$ cat src/rtl/irq_mask_gate_pkg.sv
package irq_mask_gate_pkg;

  // Limit a requested length to the configured ceiling.
  function automatic int unsigned clamp_len(int unsigned req, int unsigned ceil_v);
    return (req > ceil_v) ? ceil_v : req;
  endfunction

endpackage

$ cat src/rtl/mask_timer.sv
module mask_timer #(
  parameter int LEN_W   = 8,
  parameter int MAX_LEN = 64,
  parameter int CNT_W   = $clog2(MAX_LEN + 1)
) (
  input  logic             clk,
  input  logic             rst_n,
  input  logic             start_i,
  input  logic [LEN_W-1:0] len_i,
  output logic [CNT_W-1:0] cnt_o,
  output logic             busy_o
);
  import irq_mask_gate_pkg::*;

  logic [CNT_W-1:0] cnt_q, cnt_d;
  logic             cnt_en;

  always_comb begin
    cnt_en = start_i || (cnt_q != '0);
    cnt_d  = cnt_q;
    if (start_i) begin
      cnt_d = CNT_W'(clamp_len(int'(len_i), MAX_LEN));
    end else if (cnt_q != '0) begin
      cnt_d = cnt_q - 1'b1;
    end
  end

  always_ff @(posedge clk or negedge rst_n) begin
    if (!rst_n) begin
      cnt_q <= '0;
    end else if (cnt_en) begin
      cnt_q <= cnt_d;
    end
  end

  assign cnt_o  = cnt_q;
  assign busy_o = (cnt_q != '0);
endmodule

$ cat src/rtl/pend_hold.sv
module pend_hold #(
  parameter int NUM_LINES = 32
) (
  input  logic                 clk,
  input  logic                 rst_n,
  input  logic                 busy_i,
  input  logic [NUM_LINES-1:0] irq_i,
  output logic [NUM_LINES-1:0] irq_o
);
  logic [NUM_LINES-1:0] pend_q, pend_d;

  for (genvar g = 0; g < NUM_LINES; g++) begin : g_line
    // Collect while held off; drop once the held request has been shown.
    always_comb begin
      pend_d[g] = busy_i ? (pend_q[g] | irq_i[g]) : 1'b0;
    end

    always_ff @(posedge clk or negedge rst_n) begin
      if (!rst_n) begin
        pend_q[g] <= 1'b0;
      end else if (busy_i || pend_q[g]) begin
        pend_q[g] <= pend_d[g];
      end
    end

    assign irq_o[g] = busy_i ? 1'b0 : (irq_i[g] | pend_q[g]);
  end
endmodule

$ cat src/rtl/irq_mask_gate.sv
module irq_mask_gate #(
  parameter int NUM_LINES = 32,
  parameter int LEN_W     = 8,
  parameter int MAX_LEN   = 64
) (
  input  logic                 clk,
  input  logic                 rst_n,
  input  logic                 start_i,
  input  logic [LEN_W-1:0]     len_i,
  input  logic [NUM_LINES-1:0] irq_in,
  output logic [NUM_LINES-1:0] irq_out,
  output logic                 busy_o
);
  localparam int CNT_W = $clog2(MAX_LEN + 1);

  logic [CNT_W-1:0] cnt_q;
  logic             busy;

  mask_timer #(
    .LEN_W  (LEN_W),
    .MAX_LEN(MAX_LEN),
    .CNT_W  (CNT_W)
  ) u_timer (
    .clk    (clk),
    .rst_n  (rst_n),
    .start_i(start_i),
    .len_i  (len_i),
    .cnt_o  (cnt_q),
    .busy_o (busy)
  );

  pend_hold #(
    .NUM_LINES(NUM_LINES)
  ) u_hold (
    .clk   (clk),
    .rst_n (rst_n),
    .busy_i(busy),
    .irq_i (irq_in),
    .irq_o (irq_out)
  );

  assign busy_o = busy;
endmodule

$ cat config.mk
export PLATFORM = sky130hd
export DESIGN_NAME = irq_mask_gate
export DESIGN_NICKNAME = d
export VERILOG_FILES = /design/src/rtl/irq_mask_gate_pkg.sv /design/src/rtl/mask_timer.sv /design/src/rtl/pend_hold.sv /design/src/rtl/irq_mask_gate.sv
export SDC_FILE = /design/constraint.sdc
export NUM_CORES = 1
export LEC_CHECK = 0
export ABC_AREA = 1
export CAP_MARGIN = 5
export CORE_ASPECT_RATIO = 1.75
export CORE_MARGIN = 5
export CORE_UTILIZATION = 49
export CTS_CLUSTER_DIAMETER = 100
export DETAILED_ROUTE_END_ITERATION = 8
export HOLD_SLACK_MARGIN = 0.12
export PLACE_DENSITY = 0.93
export SYNTH_ARGS = -nofsm -noshare
export SYNTH_HDL_FRONTEND = slang
export SYNTH_SLANG_ARGS = --single-unit
$ cat constraint.sdc
create_clock -name clk -period 4.8 [get_ports clk]
set_input_delay 0.96 -clock clk [delete_from_list [all_inputs] [get_ports clk]]
set_output_delay 0.96 -clock clk [all_outputs]
set_load 0.005 [all_outputs]
# [After elaboration in Yosys (flattened, before gate mapping)]
# Cells that the tools add are included.
[word_totals] register_bits=39 latchBits=0 ramBits=0 romBits=0 inputBits=43 out_inout_bits=33 wordCells=170 memories=0
[op_classes] add_sub_neg=1 multipliers=0 div=0 order_cmp=1 n_eq_ne=0 shift=0 n_mux=67 bitwise_logic=32 n_reduce_logical=36
[ops] operator="two-way mux 1 bit" count=64
[ops] operator="logical OR 1 bit" count=33
[ops] operator="OR 1 bit" count=32
[ops] operator="two-way mux 7 bit" count=3
[ops] operator="greater-than comparator 8 x 7 -> 1 bit, second input constant" count=1
[ops] operator="nonzero test 7 bit" count=1
[ops] operator="subtractor 7 x 1 -> 7 bit, second input constant" count=1
[ops] operator="AND reduction 2 bit" count=1
[ops] operator="nonzero test 2 bit" count=1

# [Longest topological paths before layout]
# Gate-level depths: netlist (run 1).
[depth] ltp_word=3 depth_mapped=8 ltp_nobuf=8

# [Cells and area by module]
# From an unflattened synthesis (run 1), not the netlist that was laid out.
[unflattened] hier_cells=208 area_unflattened_um2=1765.4
[modules_own_cells] module="pend_hold" n_inst=1 cells_per_inst=136 area_per_inst_um2=1238.7 seq_area_each_um2=800.8
[modules_own_cells] module="mask_timer" n_inst=1 cells_per_inst=72 area_per_inst_um2=526.8 seq_area_each_um2=175.2

# [Worst setup path after synthesis (run 1)]
# No wires, ideal clock.
[synth_timing] path_kind="flip-flop to output port" from="register u_timer.cnt_q[0] (netlist: u_timer.cnt_o[0])" to="output port irq_out[10]" arrival_ps=1257 t_required_ps=3840 slack_ps=2583 stages_incl_launch_ff=8 n_path_buf=1 path_cell_list="dfrtp_1 inv_1 ha_1 nand2_2 nor2_4 nand2_8 buf_12 a21oi_2"
[synth_via] elab_chain_cells=2
[synth_lines] item="start: declaration" line_no="mask_timer.sv:15" text="logic [CNT_W-1:0] cnt_q, cnt_d;"
[synth_lines] item="start signal: assignment" line_no="mask_timer.sv:32" text="cnt_q <= cnt_d;"
[synth_lines] item="nonzero test 7 bit" line_no="mask_timer.sv:37" text="assign busy_o = (cnt_q != '0);"
[synth_lines] item="named net busy_o" line_no="irq_mask_gate.sv:12" text="output logic busy_o"
[synth_lines] item="two-way mux 1 bit" line_no="pend_hold.sv:26" text="assign irq_o[g] = busy_i ? 1'b0 : (irq_i[g] | pend_q[g]);"
[synth_lines] item="end: declaration" line_no="irq_mask_gate.sv:11" text="output logic [NUM_LINES-1:0] irq_out,"
# The timed path passes the listed nets, and every way through them passes these cells.

# [Worst setup path in the final report (run 1)]
[layout_timing] from="register u_timer.cnt_q[0] (netlist: u_timer.cnt_o[0])" to="output port irq_out[0]"
[layout_via] elab_chain_cells=2
[layout_lines] item="nonzero test 7 bit" line_no="mask_timer.sv:37"
[layout_lines] item="two-way mux 1 bit" line_no="pend_hold.sv:26"
# Every way passes these cells.

==> metrics.yaml, run 1 <==
finish:
  antenna_cells: 0
  drive_above_1_share_pct: 16.36
  area_growth_pct: 36.68
  final_util_pct: 68.38
  nFillCells: 371
  layout.nets: 374
clock_tree:
  cts_tree: "done"
  clock_latency_ps: 280
  clockBufferDepth: 2
  ctsHoldBuffers: 0
  clkTransAtPathRegs_ps: 70
  cts_htree_levels: 2
  postCtsSetupBuffers: 0
  cts-buffers-inserted: 5
  post_cts_resized: 0
  root_buffer: "clkbuf_8"
  cts_num_sinks: 39
critical_path:
  arrival_ps: 2300
  r2r_cells: 7
  worstPathRequired_ps: 3840
  crit_type: "reg -> out"
  cp-end-kind: "primary output"
  critPathLaunchType: "flip-flop"
  critPathMaxFanout: 35
power:
  peakVddDrop_mv: 0.3106
  power_density_nw_per_um2: 388.5
  p_int_w: 0.0007382
  p_seq_share_pct: 40.4
  p_switching_w: 0.0004211
  switching_share_pct: 36.32
  p_leak_nw: 1.520
  power_frac_clock_pct: 18.2
  combPwrFrac_pct: 41.4
routing:
  drtIter0Drc: 51
  wl_microns: 4901
  drc: 0
  firstDrtPassIters: 4
  routedWlPerCell_microns: 12.86
  antenna_left: 0
  vias_per_cell: 4.751
  num_vias: 1810
grt:
  grt_max_degree: 40
  gr-total-overflow: 0
  grt_pass1_wl_microns: 8045
  track_usage_pct: 17.76
  antenna_found_initial: 0
  grt_pass1_vias: 1838
sta:
  fmax_mhz: 306.9
  relSlewSlack_pct: 41.92
  tns_ps: 0
  setup_viol: 0
  skew_ps: 3.944
  finalHoldViolations: 0
  min_period_ps: 3259
  slew_viol_final: 0
  worst_pin_slew_ps: 871.2
  post-route-period-util_pct: 67.89
  rsz0062_at_grt: "false"
status:
  outcome: "finished, final reports clean"
floorplan:
  initial_utilization_pct: 50.03
  rows: 32
  die_w_microns: 60.46
  core_sq_um: 4364
  dieArea_sq_um: 5944
  boundaryPins: 76
  die_h_microns: 98.31
logic_synthesis:
  yosys.area.top_type: "dfrtp_1"
  synth-seq-cells: 39
  async_reset_ff_share_pct: 100.0
  yosysMostFrequentCell: "inv_1"
  synth.cell_area_sq_um: 2183
  avgSynthCellArea_sq_um: 8.630
  syn_inst: 253
  syn-num-nets: 298
  synth_top_area_share_pct: 44.70
  synth_common_cells: "inv_1, dfrtp_1, a21oi_1"
  synth_edf_count: 0
  synthFlopType: "dfrtp_1"
  yosysWarnings: 0
  synthDistinctLibCells: 25
  synth_area_leaders: "dfrtp_1, inv_1, a21oi_2"
  ys_seq_area_share_pct: 44.70
placed_design:
  port-buffer-count: 75
  hpwl_microns: 3714
  place.gp.congestion: 0.7827
min_path:
  min_path_cells: 2
  hold_class: "reg -> reg"
run:
  maxCapViolCount: 0
## routing by layer
layer | GRT usage [%] | up-vias | share of wire, % | wire length (microns)
met3 | 2.116 | 8 | 4.2 | 206
met1 | 17.78 | 839 | 34 | 1684
met2 | 33.83 | 49 | 59 | 2894
met5 | 0 | - | 0 | 0
li1 | - | 914 | - | -
met4 | 8.347 | 0 | 2.3 | 115
## power by group through the flow
stage	clock [W]	sequential [W]	combinational [W]
3_3_place_gp	0	0.000469	0.000464
5_1_grt	0.000236	0.000479	0.000533
6_report	0.000211	0.000468	0.000480
2_1_floorplan	0	0.000463	0.000325
3_5_place_dp	0	0.000474	0.000482
4_1_cts	0.000220	0.000467	0.000487
## state kept, by name (all words and copies together) (netlist names)
register and cells:
u_hold.pend_q 32, u_timer.cnt_o 7
## cell families after synthesis
group | Yosys count | share of synthesized area, %
adder cells (fa/ha/maj) | 2 | 1.146
AO/OA/AOI/OAI | 74 | 22.46
flip-flops | 39 | 44.70
buffers and inverters | 85 | 18.11
AND/OR/NAND/NOR | 52 | 13.18
XOR/XNOR | 1 | 0.4012
## layout by cell type, fill, tap and decap left out
cell              n
xor2_1            1
clkbuf_8          5
dfrtp_1          39
ha_1              2
a21oi_1          38
inv_6             1
nor3b_1           1
buf_2             1
o21ai_0           4
a21oi_2          30
nand3_2           1
inv_1            75
clkbuf_1          1
clkinvlp_4        1
clkdlybuf4s50_1  74
nor2_2            1
nand4_1           1
inv_2             3
nor3_1            1
nand2_4           2
nor2_1           10
o21ai_2           2
nor2_4            2
nand2_1          22
nand3_1           7
nor2_8            1
nand2_2           2
nand2_8           1
clkinv_2          1
## final timing paths
| kind | slack [ps] | end | start |
|---|---|---|---|
| max | 1540 | irq_out[0] | u_timer.cnt_o[0]$_DFFE_PN0P_ |
| min | 520 | u_hold.pend_q[9]$_DFFE_PN0P_ | u_hold.pend_q[9]$_DFFE_PN0P_ |
| max reg2reg | 3010 | u_timer.cnt_o[6]$_DFFE_PN0P_ | u_timer.cnt_o[0]$_DFFE_PN0P_ |
| min reg2reg | 520 | u_hold.pend_q[9]$_DFFE_PN0P_ | u_hold.pend_q[9]$_DFFE_PN0P_ |
| max in group asynchronous | 3460 | u_timer.cnt_o[6]$_DFFE_PN0P_ | rst_n |
| min in group asynchronous | 790 | u_hold.pend_q[9]$_DFFE_PN0P_ | rst_n |
## stage by stage
step	instance area, sq um	hold WS (ps)	total power (W)	setup slack (ps)	std cells
CTS	2984	523.0	0.001174	1545	381
finish	2984	521.2	0.001159	1541	381
detailed placement	2899	511.5	0.0009560	1684	373
global route	2984	548.9	0.001249	1392	381
global placement	2899	505.6	0.0009329	1717	373
floorplan	2183	493.0	0.0007887	2583	253
## worst max-delay path, cell delays in order, from the launching register on
cell	delay (ps)
dfrtp_1	390
inv_1	180
ha_1	250
nand2_2	80
nor2_4	140
nand2_8	220
a21oi_1	190
clkdlybuf4s50_1	540
## layout make-up
| type | instances | area, sq um | share of cell area, % |
|---|---|---|---|
| Inverter | 79 | 301.5 | 10.10 |
| Sequential cell | 39 | 975.9 | 32.70 |
| Tap cell | 51 | 63.81 | 2.138 |
| Clock buffer | 6 | 72.57 | 2.432 |
| Clock inverter | 2 | 12.51 | 0.4193 |
| Timing Repair Buffer | 75 | 745.7 | 24.99 |
| Multi-Input combinational cell | 129 | 812.0 | 27.21 |
No activity file was read; power rests on OpenSTA's default activity.
==> inputs of run 2 (changes only) <==
Settings changed: CORE_UTILIZATION 49 to 45, PLACE_DENSITY 0.93 to 0.87.
Clock period 4.8 ns to 3.1 ns, I/O delays scaled along.
==> metrics.yaml, run 2 (synthesis results as in run 1) <==
routing:
  antenna_left: 0  # unchanged
  wl_microns: 4641  # -5.3%
  firstDrtPassIters: 4  # unchanged
  num_vias: 1817  # +0.39%
  drtIter0Drc: 32  # -37%
  drc: 0  # unchanged
  routedWlPerCell_microns: 12.15  # -5.6%
  vias_per_cell: 4.757  # +0.12%
power:
  power_density_nw_per_um2: 598.4  # +54%
  p_leak_nw: 1.520  # unchanged
  peakVddDrop_mv: 0.4171  # +34%
min_path:
  hold_class: "in -> async"
clock_tree:
  postCtsSetupBuffers: 0  # unchanged
  cts-buffers-inserted: 5  # unchanged
  clock_latency_ps: 280  # about the same
  cts_tree: "done"
  cts_htree_levels: 2  # unchanged
  cts_num_sinks: 39  # unchanged
  clockBufferDepth: 2  # unchanged
  post_cts_resized: 0  # unchanged
  ctsHoldBuffers: 0  # unchanged
  clkTransAtPathRegs_ps: 80  # about the same
  root_buffer: "clkbuf_8"
placed_design:
  port-buffer-count: 75  # unchanged
  place.gp.congestion: 0.7613  # -2.7%
  dpl.cell_count: 374  # +0.27%
  hpwl_microns: 3630  # -2.2%
grt:
  gr-total-overflow: 0  # unchanged
  antenna_found_initial: 0  # unchanged
  grt_max_degree: 40  # unchanged
  grt_pass1_vias: 1749  # -4.8%
  track_usage_pct: 14.43  # -3.3 points
  grt_pass1_wl_microns: 7493  # -6.9%
sta:
  post-route-period-util_pct: 91.57
  tns_ps: 0  # unchanged
  finalHoldViolations: 0  # unchanged
  rsz0062_at_grt: "false"
  min_period_ps: 2839
  worst_pin_slew_ps: 837.6  # -33.55 ps
  relSlewSlack_pct: 44.16  # +2.2 points
  slew_viol_final: 0  # unchanged
  fmax_mhz: 352.3
  setup_viol: 0  # unchanged
  skew_ps: 6.425  # +2.481 ps
critical_path:
  worstPathRequired_ps: 2480  # -1360 ps
  reg2reg_from: "u_timer.cnt_o[0]$_DFFE_PN0P_"
  r2r_cells: 7  # unchanged
  startpoint: "u_timer.cnt_o[0]$_DFFE_PN0P_"
  critPathMaxFanout: 35  # unchanged
  critPathLaunchType: "flip-flop"
  crit_type: "reg -> out"
  arrival_ps: 2220  # -80 ps
  cp-end-kind: "primary output"
floorplan:
  core_sq_um: 4707  # +7.9%
  boundaryPins: 76  # unchanged
  initial_utilization_pct: 46.38  # -3.6 points
  dieArea_sq_um: 6400  # +7.7%
  die_h_microns: 102.1  # +3.9%
  rows: 33  # +3.1%
  die_w_microns: 62.66  # +3.6%
finish:
  drive_above_1_share_pct: 16.36  # unchanged
  mostFrequentLayoutCells: "inv_1, clkdlybuf4s50_1, dfrtp_1, a21oi_1, a21oi_2"
  instances_no_fill: 382  # +0.26%
  antenna_cells: 0  # unchanged
  regMostFlops: "u_hold.pend_q"
  final_common_cell: "inv_1"
  layout.nets: 374  # unchanged
  largest_reg_flops: 32  # unchanged
  area_growth_pct: 36.73  # about the same
status:
  outcome: "finished, final reports clean"
run:
  maxCapViolCount: 0  # unchanged
-- run 2: cell counts in the layout (fill, tap and decap cells not counted) --
Identical to the previous run, type by type.
-- run 2: critical path: stages, from the launching register on --
cell	delay, ps
dfrtp_1	390
inv_1	160
ha_1	230
nand2_2	90
nor2_4	140
nand2_8	210
a21oi_2	180
clkdlybuf4s50_1	530
-- run 2: layout make-up --
type / count / area, sq um
clock buffers: 6 / 72.57
clock inverters: 2 / 12.51
fillers: 430 / 1722
inverters: 79 / 301.5
multi-input cells: 129 / 812.0
flip-flops and latches: 39 / 975.9
well taps: 52 / 65.06
repair buffers: 75 / 745.7
-- run 2: final timing paths --
path / to / slack, ps
worst max-delay path: irq_out[17] / 260
worst min-delay path: u_hold.pend_q[14]$_DFFE_PN0P_ / 430
worst max register to register: u_timer.cnt_o[0]$_DFFE_PN0P_ / 1370
worst min register to register: u_hold.pend_q[8]$_DFFE_PN0P_ / 530
max in group asynchronous: u_hold.pend_q[27]$_DFFE_PN0P_ / 2130
min in group clk: u_hold.pend_q[8]$_DFFE_PN0P_ / 530
-- run 2: metrics by stage --
stage,total power [W],hold WS [ps],setup WS [ps],area (sq um),utilization [%]
final,0.001786,431.5,261.2,2985,63.42
after global routing,0.001913,521.9,58.19,2985,63.42
after CTS,0.001809,460.2,230.8,2985,63.42
after detailed placement,0.001475,516.4,558.9,2900,61.62
after global placement,0.001446,508.5,614.5,2900,61.62
after floorplan,0.001221,324.4,1223,2183,-
-- run 2: routing by layer --
| metal | routed length (microns) | global-route usage (%) | vias up |
|---|---|---|---|
| li1 | - | - | 916 |
| met1 | 1677 | 13.35 | 846 |
| met2 | 2706 | 29.63 | 51 |
| met3 | 209 | 2.860 | 4 |
| met4 | 48 | 6.046 | 0 |
| met5 | 0 | 0 | - |
-- run 2: where the power goes --
| group | switching, W | total (W) | internal, W |
|---|---|---|---|
| clock | 0.000172 | 0.000330 | 0.000157 |
| sequential | 0.0000669 | 0.000725 | 0.000658 |
| combinational | 0.000404 | 0.000732 | 0.000327 |
| total | 0.000644 | 0.00179 | 0.00114 |
==> inputs of run 3 (changes only) <==
Settings changed: CORE_UTILIZATION 45 to 49, PLACE_DENSITY 0.87 to 0.93, RECOVER_POWER set to 50.
Clock period 3.1 ns to 3.3 ns, I/O delays scaled along.
==> metrics.yaml, run 3 (synthesis results as in run 1) <==
status:
  outcome: "finished with violations"
  failed_checks: "capacitance limit, slew limit"
finish:
  area_growth_pct: 37.94
  mostFrequentLayoutCells: "inv_1, clkdlybuf4s50_1, dfrtp_1, a21oi_1, a21oi_2"
  multi_input_area_sq_um: 793.3  # -2.3%
  antenna_cells: 0  # unchanged
  stdcell_area_sq_um: 3012  # +0.88%
  final_common_cell: "inv_1"
  largest_reg_flops: 32  # unchanged
  nFillCells: 341  # -21%
  drive_above_1_share_pct: 15.76  # -0.61 points
  seq_area_sq_um: 975.9  # unchanged
  final_util_pct: 69.01  # +5.6 points
  regMostFlops: "u_hold.pend_q"
  layout.nets: 374  # unchanged
routing:
  num_vias: 1831  # +0.77%
  drtIter0Drc: 44  # +38%
  drc: 0  # unchanged
  firstDrtPassIters: 4  # unchanged
  antenna_left: 0  # unchanged
  vias_per_cell: 4.806  # +1.0%
  routedWlPerCell_microns: 12.66  # +4.2%
  wl_microns: 4823  # +3.9%
placed_design:
  port-buffer-count: 75  # unchanged
  hpwl_microns: 3759  # +3.5%
  dpl_cell_area_sq_um: 2899  # about the same
  place.gp.congestion: 0.7827  # +2.8%
sta:
  fmax_mhz: 347.3
  finalHoldViolations: 0  # unchanged
  tns_ps: 0  # unchanged
  min_period_ps: 2880
  slew_viol_final: 40  # +40
  worst_pin_slew_ps: 2044  # +1206 ps
  skew_ps: 10.08  # +3.659 ps
  holdWs_ps: 528.1  # +96.59 ps
  rsz0062_at_grt: "false"
  relSlewSlack_pct: -36.24  # -80 points
  setup_viol: 0  # unchanged
  post-route-period-util_pct: 87.26
critical_path:
  cp-end-kind: "primary output"
  crit_type: "reg -> out"
  arrival_ps: 2220  # about the same
  worstPathRequired_ps: 2640  # +160 ps
  critPathMaxFanout: 35  # unchanged
  critPathLaunchType: "flip-flop"
floorplan:
  die_h_microns: 98.31  # -3.8%
  rows: 32  # -3.0%
  initial_utilization_pct: 50.03  # +3.6 points
  core_sq_um: 4364  # -7.3%
  dieArea_sq_um: 5944  # -7.1%
  die_w_microns: 60.46  # -3.5%
  boundaryPins: 76  # unchanged
clock_tree:
  cts_tree: "done"
  root_buffer: "clkbuf_8"
  clock_latency_ps: 280  # about the same
  cts_htree_levels: 2  # unchanged
  cts_num_sinks: 39  # unchanged
  clkTransAtPathRegs_ps: 80  # about the same
  postCtsSetupBuffers: 0  # unchanged
  ctsHoldBuffers: 0  # unchanged
  post_cts_resized: 0  # unchanged
  clockBufferDepth: 2  # unchanged
  cts-buffers-inserted: 5  # unchanged
power:
  power_density_nw_per_um2: 605.2  # +1.1%
  p_leak_nw: 1.525  # +0.31%
  peakVddDrop_mv: 0.3981  # -4.6%
grt:
  antenna_found_initial: 0  # unchanged
  grt_max_degree: 40  # unchanged
  grt_pass1_vias: 1954  # +12%
  grt_pass1_wl_microns: 8086  # +7.9%
  track_usage_pct: 17.67  # +3.2 points
  gr-total-overflow: 0  # unchanged
min_path:
  hold_class: "reg -> reg"
run:
  maxCapViolCount: 1  # +1
## run 3: cell types whose count changed in the layout (fill, tap and decap cells not counted), sizes merged
cell,change
buf,-1
bufinv,+2
clkinv,-1
clkinvlp,-1
clkbuf,+1
## run 3: critical path, cell delays in order, from the launching register on
cell and delay [ps]:
dfrtp_1 380, inv_1 160, ha_1 220, nand2_2 70, nor2_4 140, nand2_8 210
a21oi_1 200, clkdlybuf4s50_1 540
## run 3: cell type report
type                    count  share of cell area (%)
clock inverters             2                   1.994
multi-input cells         129                   26.34
inverters                  79                   10.01
flip-flops and latches     39                   32.41
clock buffers               6                   2.410
well taps                  51                   2.119
repair buffers             75                   24.72
## run 3: path summary, 6_finish.rpt
path                                              start                             to  slack [ps]  cells after the start
max                        u_timer.cnt_o[0]$_DFFE_PN0P_                     irq_out[0]         420                      7
min reg2reg                u_hold.pend_q[9]$_DFFE_PN0P_   u_hold.pend_q[9]$_DFFE_PN0P_         530                      2
min                        u_hold.pend_q[9]$_DFFE_PN0P_   u_hold.pend_q[9]$_DFFE_PN0P_         530                      2
min in group asynchronous                         rst_n  u_hold.pend_q[13]$_DFFE_PN0P_         950                      1
max reg2reg                u_timer.cnt_o[0]$_DFFE_PN0P_   u_timer.cnt_o[0]$_DFFE_PN0P_         920                      7
max in group asynchronous                         rst_n  u_hold.pend_q[26]$_DFFE_PN0P_        1170                      1
## run 3: routing by layer
layer | vias up | GRT usage [%] | routed length [microns] | part of all wire, %
met5 | - | 0 | 0 | 0
met4 | 0 | 8.681 | 184 | 3.8
met3 | 15 | 2.513 | 220 | 4.6
met2 | 49 | 34.50 | 2872 | 60
met1 | 847 | 16.40 | 1546 | 32
li1 | 920 | - | - | -
## run 3: power by group
part	internal, W	leakage, nW	switching (W)
Combinational	0.000306	1.08	0.000376
Clock	0.000302	0.0654	0.000159
Sequential	0.000619	0.384	0.0000608
## run 3: metrics by stage
step | total power, W | std cells | worst slack (ps)
2_1_floorplan | 0.001147 | 253 | 1383
3_3_place_gp | 0.001359 | 373 | 768.0
3_5_place_dp | 0.001390 | 373 | 706.0
4_1_cts | 0.001857 | 381 | 391.1
5_1_grt | 0.001949 | 381 | 313.1
6_report | 0.001823 | 381 | 420.5
